$ cat config.mk
export PLATFORM = sky130hd
export DESIGN_NAME = cpuclk_gen
export DESIGN_NICKNAME = d
export VERILOG_FILES = /design/src/rtl/cpuclk_pkg.sv /design/src/rtl/cpuclk_regs.sv /design/src/rtl/cpuclk_srcmux.sv /design/src/rtl/cpuclk_phasegen.sv /design/src/rtl/cpuclk_gen.sv
export SDC_FILE = /design/constraint.sdc
export NUM_CORES = 1
export LEC_CHECK = 0
export BUFFER_PORTS_ARGS = -buffer_cell sky130_fd_sc_hd__buf_4
export CAP_MARGIN = 15
export CORE_UTILIZATION = 45
export CTS_CLUSTER_DIAMETER = 120
export CTS_CLUSTER_SIZE = 16
export DETAILED_ROUTE_END_ITERATION = 8
export PLACE_DENSITY = 0.71
export SYNTH_ARGS = -nofsm -noshare
export SYNTH_HDL_FRONTEND = slang
export SYNTH_SLANG_ARGS = --single-unit
$ cat constraint.sdc
create_clock -name clk -period 4.25 [get_ports clk]
set_clock_uncertainty 0.05 [all_clocks]
set_input_delay 0.85 -clock clk [delete_from_list [all_inputs] [get_ports clk]]
set_output_delay 0.85 -clock clk [all_outputs]
set_load 0.1 [all_outputs]
$ cat src/rtl/cpuclk_pkg.sv
package cpuclk_pkg;

    localparam int DATA_W        = 32;
    localparam int SEL_W         = 2;
    localparam int PRE_W         = 5;
    localparam int POST_W        = 2;
    localparam int SEL_LSB       = 16;
    localparam int PRE_LSB       = 8;
    localparam int POST_LSB      = 4;
    localparam int NUM_SRC       = 1 << SEL_W;
    localparam int PRESCALED_SRC = NUM_SRC - 1;
    localparam int RATIO_W       = PRE_W + POST_W + 1;

    localparam logic [DATA_W-1:0] CFG_MASK =
        (DATA_W'((1 << SEL_W) - 1)  << SEL_LSB) |
        (DATA_W'((1 << PRE_W) - 1)  << PRE_LSB) |
        (DATA_W'((1 << POST_W) - 1) << POST_LSB);

    typedef struct packed {
        logic [SEL_W-1:0]  sel;
        logic [PRE_W-1:0]  pre;
        logic [POST_W-1:0] post;
    } clk_cfg_t;

    typedef struct packed {
        logic [RATIO_W-1:0] total;
        logic [RATIO_W-1:0] last;
        logic [RATIO_W-1:0] high;
    } ratio_t;

    function automatic clk_cfg_t cfg_unpack(logic [DATA_W-1:0] word);
        clk_cfg_t c;
        c.sel  = word[SEL_LSB  +: SEL_W];
        c.pre  = word[PRE_LSB  +: PRE_W];
        c.post = word[POST_LSB +: POST_W];
        return c;
    endfunction

    function automatic logic [DATA_W-1:0] cfg_pack(clk_cfg_t c);
        logic [DATA_W-1:0] word;
        word = '0;
        word[SEL_LSB  +: SEL_W]  = c.sel;
        word[PRE_LSB  +: PRE_W]  = c.pre;
        word[POST_LSB +: POST_W] = c.post;
        return word;
    endfunction

    function automatic ratio_t ratio_of(clk_cfg_t c);
        ratio_t r;
        logic [RATIO_W-1:0] pre_part;
        logic [RATIO_W-1:0] post_part;
        pre_part  = (c.sel == SEL_W'(PRESCALED_SRC)) ?
                    RATIO_W'(c.pre) + RATIO_W'(1) : RATIO_W'(1);
        post_part = RATIO_W'(c.post) + RATIO_W'(1);
        r.total   = pre_part * post_part;
        r.last    = r.total - RATIO_W'(1);
        r.high    = r.total >> 1;
        return r;
    endfunction

endpackage

$ cat src/rtl/cpuclk_regs.sv
module cpuclk_regs
    import cpuclk_pkg::*;
(
    input  logic              clk,
    input  logic              rst,
    input  logic              wr_en,
    input  logic [DATA_W-1:0] wr_data,
    output clk_cfg_t          pend_cfg,
    output logic [DATA_W-1:0] rd_data
);

    clk_cfg_t cfg_q;

    always_ff @(posedge clk) begin
        if (rst) begin
            cfg_q <= '0;
        end else if (wr_en) begin
            cfg_q <= cfg_unpack(wr_data);
        end
    end

    assign pend_cfg = cfg_q;
    assign rd_data  = cfg_pack(cfg_q);

endmodule

$ cat src/rtl/cpuclk_srcmux.sv
module cpuclk_srcmux
    import cpuclk_pkg::*;
(
    input  logic [NUM_SRC-1:0] src_tick,
    input  logic [SEL_W-1:0]   sel,
    output logic               tick
);

    logic [NUM_SRC-1:0] hit;

    for (genvar gi = 0; gi < NUM_SRC; gi++) begin : g_src
        assign hit[gi] = src_tick[gi] && (sel == SEL_W'(gi));
    end

    assign tick = |hit;

endmodule

$ cat src/rtl/cpuclk_phasegen.sv
module cpuclk_phasegen
    import cpuclk_pkg::*;
(
    input  logic             clk,
    input  logic             rst,
    input  logic             tick,
    input  clk_cfg_t         pend_cfg,
    output logic [SEL_W-1:0] act_sel,
    output logic             clk_out,
    output logic             period_stb
);

    clk_cfg_t           act_cfg;
    ratio_t             rat;
    logic [RATIO_W-1:0] phase;
    logic [RATIO_W-1:0] phase_nxt;

    assign rat       = ratio_of(act_cfg);
    assign phase_nxt = phase + RATIO_W'(1);
    assign act_sel   = act_cfg.sel;

    always_ff @(posedge clk) begin
        if (rst) begin
            act_cfg    <= '0;
            phase      <= '0;
            clk_out    <= 1'b0;
            period_stb <= 1'b0;
        end else begin
            period_stb <= 1'b0;
            if (tick) begin
                if (phase == rat.last) begin
                    // boundary: adopt pending settings, start a high phase
                    phase      <= '0;
                    act_cfg    <= pend_cfg;
                    clk_out    <= 1'b1;
                    period_stb <= 1'b1;
                end else begin
                    phase   <= phase_nxt;
                    clk_out <= (phase_nxt < rat.high);
                end
            end
        end
    end

endmodule

$ cat src/rtl/cpuclk_gen.sv
module cpuclk_gen
    import cpuclk_pkg::*;
(
    input  logic               clk,
    input  logic               rst,
    input  logic [NUM_SRC-1:0] src_tick,
    input  logic               cfg_wr_en,
    input  logic [DATA_W-1:0]  cfg_wr_data,
    output logic [DATA_W-1:0]  cfg_rd_data,
    output logic               cpu_clk_out,
    output logic               cpu_clk_stb
);

    clk_cfg_t         pend_cfg;
    logic [SEL_W-1:0] act_sel;
    logic             sel_tick;

    cpuclk_regs u_regs (
        .clk      (clk),
        .rst      (rst),
        .wr_en    (cfg_wr_en),
        .wr_data  (cfg_wr_data),
        .pend_cfg (pend_cfg),
        .rd_data  (cfg_rd_data)
    );

    cpuclk_srcmux u_mux (
        .src_tick (src_tick),
        .sel      (act_sel),
        .tick     (sel_tick)
    );

    cpuclk_phasegen u_phase (
        .clk        (clk),
        .rst        (rst),
        .tick       (sel_tick),
        .pend_cfg   (pend_cfg),
        .act_sel    (act_sel),
        .clk_out    (cpu_clk_out),
        .period_stb (cpu_clk_stb)
    );

endmodule

==> results of run 1 <==
-- worst max-delay path, stage by stage (launching register included) --
cell,delay [ps]
dfxtp_2,350
ha_4,180
xnor2_4,120
or3_4,360
fa_1,480
inv_1,40
ha_2,190
fa_1,480
or3_1,330
or3_4,370
nor3b_2,240
xnor3_4,570
o31ai_2,310
a21oi_1,100
-- per-stage QoR --
step                      cells  TNS, ps  util [%]  setup slack, ps  hold WS (ps)
after floorplan             299        0         -             12.1           395
after global placement      373        0      51.3             23.8           416
after detailed placement    373     -127      51.3            -36.4           419
after CTS                   378    -10.4      53.3            -5.08           439
after global routing        380    -1610      57.4             -158           467
final                       380    -28.9      57.4            -20.2           443
-- final cells by class --
class | count | area [um^2]
well taps | 70 | 87.6
flip-flops and latches | 28 | 564
fillers | 459 | 2170
repair buffers | 46 | 364
multi-input cells | 220 | 1800
clock buffers | 3 | 41.3
inverters | 12 | 45.0
clock inverters | 1 | 30.0
-- worst paths after layout --
kind / to / cells past startpoint / startpoint
setup / recovery: u_phase.act_cfg[5] / 13 / u_phase.act_cfg[2]
hold / removal: u_phase.act_cfg[3] / 2 / u_regs.pend_cfg[3]
setup reg to reg: u_phase.act_cfg[5] / 13 / u_phase.act_cfg[2]
hold reg to reg: u_phase.act_cfg[3] / 2 / u_regs.pend_cfg[3]
-- Yosys cell counts, drive strengths merged (5+ instances only) --
library cell | instances | area share (%)
mux2i | 10 | 4.2
dfxtp | 28 | 23
a21oi | 20 | 4.2
xor2 | 9 | 3.6
nor3 | 13 | 2.9
ha | 17 | 8.9
buf | 28 | 9.4
nand4 | 10 | 2.6
nand3 | 9 | 2.1
clkbuf | 11 | 1.7
inv | 12 | 1.9
o31ai | 9 | 3.2
fa | 5 | 4.2
nand2 | 15 | 2.5
nor2 | 21 | 3.3
o21ai | 6 | 1.3
xnor2 | 15 | 5.5
-- where the power goes --
group | internal (W) | switching, W
Sequential | 0.000295 | 0.0000361
Combinational | 0.000290 | 0.000543
Clock | 0.000126 | 0.0000857
-- metal layers --
| layer | routed length, um | up-vias |
|---|---|---|
| li1 | - | 988 |
| met1 | 2300 | 979 |
| met3 | 138 | 7 |
| met2 | 2550 | 48 |
| met5 | 0 | - |
| met4 | 46 | 0 |
-- sequential cells by signal (all words and copies together), names as in the netlist --
register	flops
u_regs.pend_cfg	9
u_phase.act_sel	2
u_phase.phase	8
u_phase.period_stb	1
u_phase.clk_out	1
u_phase.act_cfg	7
-- logic make-up after synthesis --
logic type,Yosys count,share of synthesized area [%]
xor+xnor,27,12.0
flops,28,23.4
simple gates,85,18.8
fa+ha+maj,22,13.1
buf+inv,51,13.0
mux,11,4.65
other cells,1,0.157
compound gates,52,14.9
-- repair_timing --
| item | CTS | global route |
|---|---|---|
| setup endpoints to repair | 9 | 18 |
| buffers inserted | 0 | 2 |
| pin swaps | 3 | 13 |
| resized for setup | 6 | 35 |
| gates cloned | 1 | 0 |
==> impl_metrics.csv, run 1 <==
group,metric,value,unit
synth,syn_area,0.00239,mm^2
floorplanning,fp.dieArea,0.00561,mm^2
synth,synth_edf_count,0,
final_layout,final_layout_size_suffix_gt1_share,31.3,%
clocking,root_buffer,"clkbuf_8",
clocking,cts_buffers,3,
synth,syn_inst,277,
synth,ys_warn_count,0,
route,first_pass_iters,4,
setup_path,crit_type,"reg -> reg",
sta,hold_viol,0,
outcome,status,"complete, but fails checks",
route,num_vias,2022,
hold_path,min_path_type,"reg -> reg",
clocking,clk_pin_slew,90,ps
sta,setup_slack,-20.2,ps
placement,place_congestion,0.789,
sta,setup_viol,2,
clocking,cts_tree,"built",
global_routing,grt_max_degree,29,
floorplanning,rows,26,
global_routing,grt.busiest_layer,"met2",
outcome,violations,"negative setup slack",
final_layout,final_common_cell,"buf_4",
global_routing,grt_usage,17.6,%
clocking,clock_latency,280,ps
power,irDropWorstVdd,0.000372,V
sta,rsz0062_at_grt,"yes",
sta,timing.slew.headroom,63.9,%
synth,synth-seq-area-share,23.4,%
power,p_total,0.00138,W
floorplanning,start_util,46.8,%
sta,slew_viol_final,0,
synth,ys_seq_elements,28,
setup_path,reg2reg_slack,-20,ps
sta,period_share,100,%
global_routing,grt.overflow.total,0,
clocking,cts.htree.levels,1,
setup_path,cp.arrival,4380,ps
floorplanning,boundaryPins,73,
setup_path,worstPathMaxFanout,17,
power,pwr_density_cell,469,mW/mm^2
sta,fin_crit,4270,ps
global_routing,antenna_found_initial,0,
global_routing,use_met1,24.1,%
route,ant_nets,0,
final_layout,diodes,0,
final_layout,syn_to_final_growth,22.6,%
route,drcViolationCount,0,
global_routing,grt_use_met2,29.8,%
route,wl_per_cell,13.3,um
floorplanning,die_w,74.9,um
global_routing,grt_pass1_vias,1751,
placement,post-dp-hpwl,3.51,mm
clocking,cts.sinks,28,
clocking,clock_path_buffers,2,
synth,synth_ff_type,"dfxtp_1",
global_routing,grt_first_pass_wirelength,7.72,mm
run,cap_viol_max_count,0,
route,via_per_inst,5.32,
final_layout,nNetsFinal,372,
floorplanning,fp.coreArea,0.00511,mm^2
final_layout,finalInstanceArea,0.00293,mm^2
sta,timing.fmax,0.234,GHz
synth,syn_avg_cell_area,8.64,um^2
setup_path,cp-start-kind,"flip-flop",
route,drtIter0Drc,75,
clocking,postCtsHoldBufs,0,
placement,port_buffers,26,
route,wirelength,5.04,mm
synth,async_reset_ff_share,0,%
setup_path,endpoint_kind,"flip-flop",
setup_path,critPathRequiredTime,4360,ps
floorplanning,die_h,74.9,um
sta,worstMarginPinSlew,541,ps
placement,place_area,0.00262,mm^2
synth,synth_cell_types,49,
final_layout,layout_common_cells,"43 x buf_4, 25 x dfxtp_1, 23 x conb_1, 21 x nor2_1, 18 x a21oi_1",
global_routing,use_met3,2.01,%
power,power.leakage,1.27,nW
Note: power is estimated with default switching activity, not from simulation.
==> run 2, diff against run 1 <==
--- a/config.mk
+++ b/config.mk
@@ -7,8 +7,8 @@
 export LEC_CHECK = 0
 export BUFFER_PORTS_ARGS = -buffer_cell sky130_fd_sc_hd__buf_4
 export CAP_MARGIN = 15
+export CORE_ASPECT_RATIO = 1.25
 export CORE_UTILIZATION = 45
-export CTS_CLUSTER_DIAMETER = 120
 export CTS_CLUSTER_SIZE = 16
 export DETAILED_ROUTE_END_ITERATION = 8
 export PLACE_DENSITY = 0.71
==> impl_metrics.csv, run 2 (synthesis gave the netlist of run 1 again) <==
group,metric,value,unit
route,num_vias,2014,
sta,fin_crit,4220,ps
floorplanning,die_w,67.2,um
clocking,clock_path_buffers,2,
clocking,cts_buffers,3,
power,combPwrFrac,59.8,%
global_routing,grt_first_pass_wirelength,8.25,mm
sta,period_share,99.2,%
final_layout,final_common_cell,"buf_4",
setup_path,endpoint_kind,"flip-flop",
setup_path,worstPathMaxFanout,5,
floorplanning,die_h,83.5,um
floorplanning,boundaryPins,73,
global_routing,grt_usage,18.4,%
final_layout,diodes,0,
power,switchingPower,0.000661,W
clocking,cts.sinks,28,
setup_path,critPathRequiredTime,4370,ps
clocking,cts.htree.levels,1,
setup_path,cp.arrival,4340,ps
global_routing,grt_pass1_vias,1936,
clocking,cts_tree,"built",
power,irDropWorstVdd,0.000369,V
sta,setup_viol,0,
clocking,root_buffer,"clkbuf_8",
global_routing,antenna_found_initial,0,
sta,totalNegativeSetupSlack,0,ps
route,via_per_inst,5.39,
placement,place_congestion,0.812,
power,netSwitchingFraction,48.7,%
sta,timing.slew.headroom,62.6,%
power,power.internal,0.000695,W
floorplanning,rows,29,
setup_path,cp-start-kind,"flip-flop",
clocking,clock_latency,280,ps
outcome,status,"complete, no violations",
route,drtIter0Drc,54,
sta,hold_viol,0,
sta,rsz0062_at_grt,"yes",
power,pwr-share-clk,16.1,%
global_routing,grt_max_degree,29,
sta,timing.fmax,0.237,GHz
final_layout,layout_common_cells,"45 x buf_4, 26 x dfxtp_1, 23 x conb_1, 21 x nor2_1, 19 x a21oi_1",
power,pwr-share-seq,24.1,%
route,ant_nets,0,
power,power.leakage,1.21,nW
route,drcViolationCount,0,
hold_path,min_path_type,"reg -> reg",
clocking,postCtsHoldBufs,0,
floorplanning,fp.dieArea,0.00561,mm^2
final_layout,nNetsFinal,374,
route,wl_per_cell,14.0,um
final_layout,regArea,563,um^2
sta,worstMarginPinSlew,561,ps
route,first_pass_iters,4,
run,cap_viol_max_count,0,
final_layout,largest_register_ffs,9,
final_layout,multi_input_area,0.00171,mm^2
final_layout,syn_to_final_growth,18.9,%
placement,post-dp-hpwl,3.63,mm
route,wirelength,5.23,mm
global_routing,grt.overflow.total,0,
setup_path,crit_type,"reg -> reg",
clocking,clk_pin_slew,100,ps
placement,port_buffers,26,
final_layout,final_layout_size_suffix_gt1_share,27.6,%
floorplanning,fp.coreArea,0.00508,mm^2
power,pwr_density_cell,476,mW/mm^2
final_layout,fill_cells,485,
floorplanning,start_util,47.1,%
final_layout,final_util,56.0,%
sta,slew_viol_final,0,
==> run 2: changes by cell type in the layout (fill, tap and decap cells not counted), moves of 2 or more <==
cell,delta
buf_8,-2
o22ai_1,+4
o22ai_2,-4
buf_4,+2
xnor2_1,+2
==> run 2: final cells by class <==
cell class | instances | share of cell area (%)
Clock buffer | 3 | 1.45
Multi-Input combinational cell | 220 | 60.0
Inverter | 12 | 1.58
Timing Repair Buffer | 48 | 13.4
Clock inverter | 1 | 1.06
Tap cell | 62 | 2.73
Sequential cell | 28 | 19.8
==> run 2: worst max-delay path, stage by stage (launching register included) <==
cell,delay [ps]
dfxtp_2,350
ha_4,160
xnor2_1,130
or3_1,340
fa_1,490
inv_1,50
ha_2,180
fa_1,440
or3_1,360
or3_4,370
xor2_2,160
xnor2_1,160
or3_4,410
buf_6,160
o31ai_4,210
a21oi_2,90
==> run 2: final timing paths <==
kind                                          from                  to  slack (ps)  depth (start not counted)
worst max register to register  u_phase.act_cfg[3]  u_phase.act_cfg[3]          30                         15
worst min register to register    u_phase.phase[7]    u_phase.phase[7]         430                          2
worst max-delay path            u_phase.act_cfg[3]  u_phase.act_cfg[3]          30                         15
worst min-delay path              u_phase.phase[7]    u_phase.phase[7]         430                          2
==> run 2: power groups by stage <==
stage                     Clock [W]  Combinational (W)  Sequential [W]
after floorplan                   0           0.000458        0.000417
after global placement            0           0.000675        0.000328
after detailed placement          0           0.000689        0.000330
after CTS                  0.000219           0.000755        0.000324
after global routing       0.000229           0.000856        0.000332
final                      0.000218           0.000811        0.000327
==> run 2: what timing repair did <==
item                                    4_1_cts  5_1_grt
endpoints found under the setup margin       10       18
pin swaps                                     3       12
resized for setup                             6       15
setup buffers                                 1        1
gates cloned                                  1        0
==> run 2: per-stage QoR <==
step,power [W],worst slack [ps],cell area [um^2],cells,hold slack [ps]
global route,0.00142,-87.0,2850,374,462
global placement,0.00100,25.8,2640,367,414
detailed placement,0.00102,-34.0,2640,367,418
finish,0.00136,34.6,2850,374,434
CTS,0.00130,-4.81,2750,373,435
floorplan,0.000875,12.1,2480,299,395
==> run 2: layer usage <==
metal / routed length [um] / global-route usage [%]
met1: 2260 / 23.4
met5: 0 / 0
met4: 55 / 6.58
met3: 140 / 1.50
met2: 2770 / 31.5
==> run 3, diff against run 2 <==
--- a/config.mk
+++ b/config.mk
@@ -5,6 +5,7 @@
 export SDC_FILE = /design/constraint.sdc
 export NUM_CORES = 1
 export LEC_CHECK = 0
+export ABC_AREA = 1
 export BUFFER_PORTS_ARGS = -buffer_cell sky130_fd_sc_hd__buf_4
 export CAP_MARGIN = 15
 export CORE_ASPECT_RATIO = 1.25
==> impl_metrics.csv, run 3 <==
group,metric,value,unit
outcome,status,"complete, no violations",
hold_path,holdPathEnd,"u_phase.act_cfg[1]",
synth,synth_ff_type,"dfxtp_1",
synth,synthTopCellsByArea,"dfxtp_1 23%, nand2_1 12%, nand3_1 8.9%",
global_routing,grt_usage,18.4,%
floorplanning,boundaryPins,73,
route,drtIter0Drc,53,
final_layout,final_layout_size_suffix_gt1_share,14.5,%
global_routing,use_met3,1.75,%
route,num_vias,2190,
placement,place_congestion,0.788,
route,ant_nets,0,
clocking,cts.htree.levels,1,
setup_path,reg2reg_slack,470,ps
synth,ys_seq_elements,28,
clocking,clock_latency,260,ps
clocking,cts_setup_buffers,0,
final_layout,largest_register_ffs,9,
clocking,cts_tree,"built",
setup_path,crit_type,"reg -> reg",
final_layout,layout_common_cells,"77 x nand2_1, 48 x nor2_1, 44 x nand3_1, 43 x inv_1, 28 x dfxtp_1",
final_layout,final_common_cell,"nand2_1",
sta,totalNegativeSetupSlack,0,ps
setup_path,cp-start-kind,"flip-flop",
floorplanning,start_util,47.8,%
global_routing,grt.overflow.total,0,
route,via_per_inst,4.82,
synth,synth_cell_types,33,
clocking,cts_buffers,3,
placement,dp.cells,451,
sta,worstMarginPinSlew,582,ps
sta,slew_viol_final,0,
sta,hold_viol,0,
final_layout,syn_to_final_growth,8.28,%
floorplanning,fp.coreArea,0.00519,mm^2
floorplanning,die_h,85.0,um
sta,rsz0062_at_grt,"no",
global_routing,grt.busiest_layer,"met2",
setup_path,reg2regPathDepth,20,
synth,synth_edf_count,0,
sta,timing.slew.headroom,61.1,%
placement,port_buffers,26,
clocking,cts.sinks,28,
synth,syn_avg_cell_area,6.72,um^2
setup_path,crit_top_cell,"nand2_1",
synth,synth_most_common_cell,"nand2_1",
floorplanning,die_w,68.4,um
global_routing,grt_pass1_vias,2058,
global_routing,antenna_found_initial,0,
synth,synth-seq-area-share,22.6,%
setup_path,cp_slowest_stage_delay,500,ps
sta,fin_crit,3780,ps
setup_path,r2r_end,"u_phase.act_cfg[3]",
setup_path,critPathRequiredTime,4360,ps
sta,period_share,88.9,%
placement,post-dp-hpwl,3.97,mm
power,irDropWorstVdd,0.000330,V
synth,syn_area,0.00248,mm^2
route,drcViolationCount,0,
hold_path,hold_start,"u_phase.act_cfg[1]",
synth,synth_top_area_cell,"dfxtp_1",
run,cap_viol_max_count,0,
clocking,root_buffer,"clkbuf_8",
power,pwr_density_cell,454,mW/mm^2
hold_path,min_path_type,"reg -> reg",
power,power.leakage,1.36,nW
global_routing,use_met1,22.5,%
clocking,clk_pin_slew,90,ps
sta,setup_viol,0,
synth,synth_top_cell_area_share,22.6,%
setup_path,regToRegStartpoint,"u_phase.act_sel[0]",
synth,ys_top_cells_by_count,"77 x nand2_1, 48 x nor2_1, 44 x nand3_1",
hold_path,min_path_cells,2,
route,first_pass_iters,4,
synth,ys_warn_count,0,
sta,timing.fmax,0.265,GHz
final_layout,final_cells,454,
route,wl_per_cell,10.3,um
synth,syn_inst,369,
global_routing,grt_first_pass_wirelength,8.54,mm
clocking,clock_path_buffers,2,
global_routing,grt_max_degree,20,
floorplanning,fp.dieArea,0.00581,mm^2
route,wirelength,4.68,mm
setup_path,cp.arrival,3890,ps
global_routing,grt_use_met2,33.5,%
synth,async_reset_ff_share,0,%
final_layout,fill_cells,531,
final_layout,diodes,0,
setup_path,cp_cell_sequence,"nand2_1 > nor3_2 > nand2_1 > fa_1 > inv_1 > ha_1 > fa_1 > inv_1 > nand3_1 > inv_1 > nand2_1 > nand3_1 > nand2_1 > nor2_1 > nand2_1 > nor2_4 > nand4_2 > buf_4 > nand3_1 > nand2_1",
setup_path,worstPathMaxFanout,12,
final_layout,nNetsFinal,455,
floorplanning,rows,29,
setup_path,endpoint_kind,"flip-flop",
setup_path,slowest_stage,"fa_1",
==> run 3: cell types whose count changed after synthesis, sizes merged, moves of 8 or more <==
cell,change
nor2,+31
o31ai,-9
nand2,+70
mux2i,-10
o21ai,+8
inv,+33
nand3,+42
nor3,-11
xnor2,-12
==> run 3: area by class of cell <==
cell class                      count  area [um^2]  share of cell area (%)
Sequential cell                    28          561                    20.9
Inverter                           47          178                    6.62
Tap cell                           62         77.6                    2.89
Timing Repair Buffer               27          203                    7.55
Clock buffer                        3         41.3                    1.54
Multi-Input combinational cell    287         1620                    60.5
==> run 3: worst max path at each step <==
stage	depth (start not counted)	from	to	slack [ps]
after floorplan	22	u_phase.act_cfg[2]	u_phase.act_sel[0]	810
after global placement	22	u_phase.act_cfg[2]	u_phase.act_cfg[5]	450
after detailed placement	20	u_phase.act_sel[0]	u_phase.act_cfg[2]	400
after CTS	20	u_phase.act_sel[0]	u_phase.act_cfg[2]	360
after global routing	20	u_phase.act_sel[0]	u_phase.act_cfg[2]	110
final	20	u_phase.act_sel[0]	u_phase.act_cfg[3]	470
==> run 3: report_power, final <==
group          internal [W]  total, W  switching (W)
Clock             0.0000634  0.000138      0.0000744
Sequential         0.000304  0.000344      0.0000402
Combinational      0.000208  0.000736       0.000529
Total              0.000575   0.00122       0.000643
==> run 3: what timing repair did <==
action                     4_1_cts  5_1_grt
resized for setup                0        1
hold buffers                     0        0
setup endpoints to repair        0        2
==> run 3: kinds of logic after synthesis <==
kind of cell	Yosys count	synth area share, %
AND/OR/NAND/NOR	199	38.2
buffers and inverters	76	15.4
AO/OA/AOI/OAI	32	7.12
flip-flops	28	22.6
adder cells (fa/ha/maj)	22	12.6
XOR/XNOR	11	3.89
other	1	0.151
==> run 3: per-layer routing <==
metal  vias to the layer above  wire length (um)
li1                       1179                 -
met1                       960              2070
met2                        49              2460
met3                         2               120
met4                         0                28
met5                         -                 0
==> run 3: metrics by stage <==
step / hold WS, ps / util, % / setup slack [ps] / cell area (um^2) / total power [W]
after global placement: 401 / 50.8 / 455 / 2640 / 0.00108
after CTS: 420 / 51.6 / 359 / 2680 / 0.00123
after floorplan: 391 / - / 807 / 2560 / 0.000976
after global routing: 431 / 51.7 / 110 / 2680 / 0.00132
final: 415 / 51.7 / 473 / 2680 / 0.00122
after detailed placement: 408 / 50.8 / 398 / 2640 / 0.00110
==> run 3: critical path: cells and delay by family, from the launching register on <==
kind	cells	cell delay, ps
AND/OR/NAND/NOR	13	1430
adder cells (fa/ha/maj)	3	1230
buffers and inverters	4	490
flip-flops	1	460
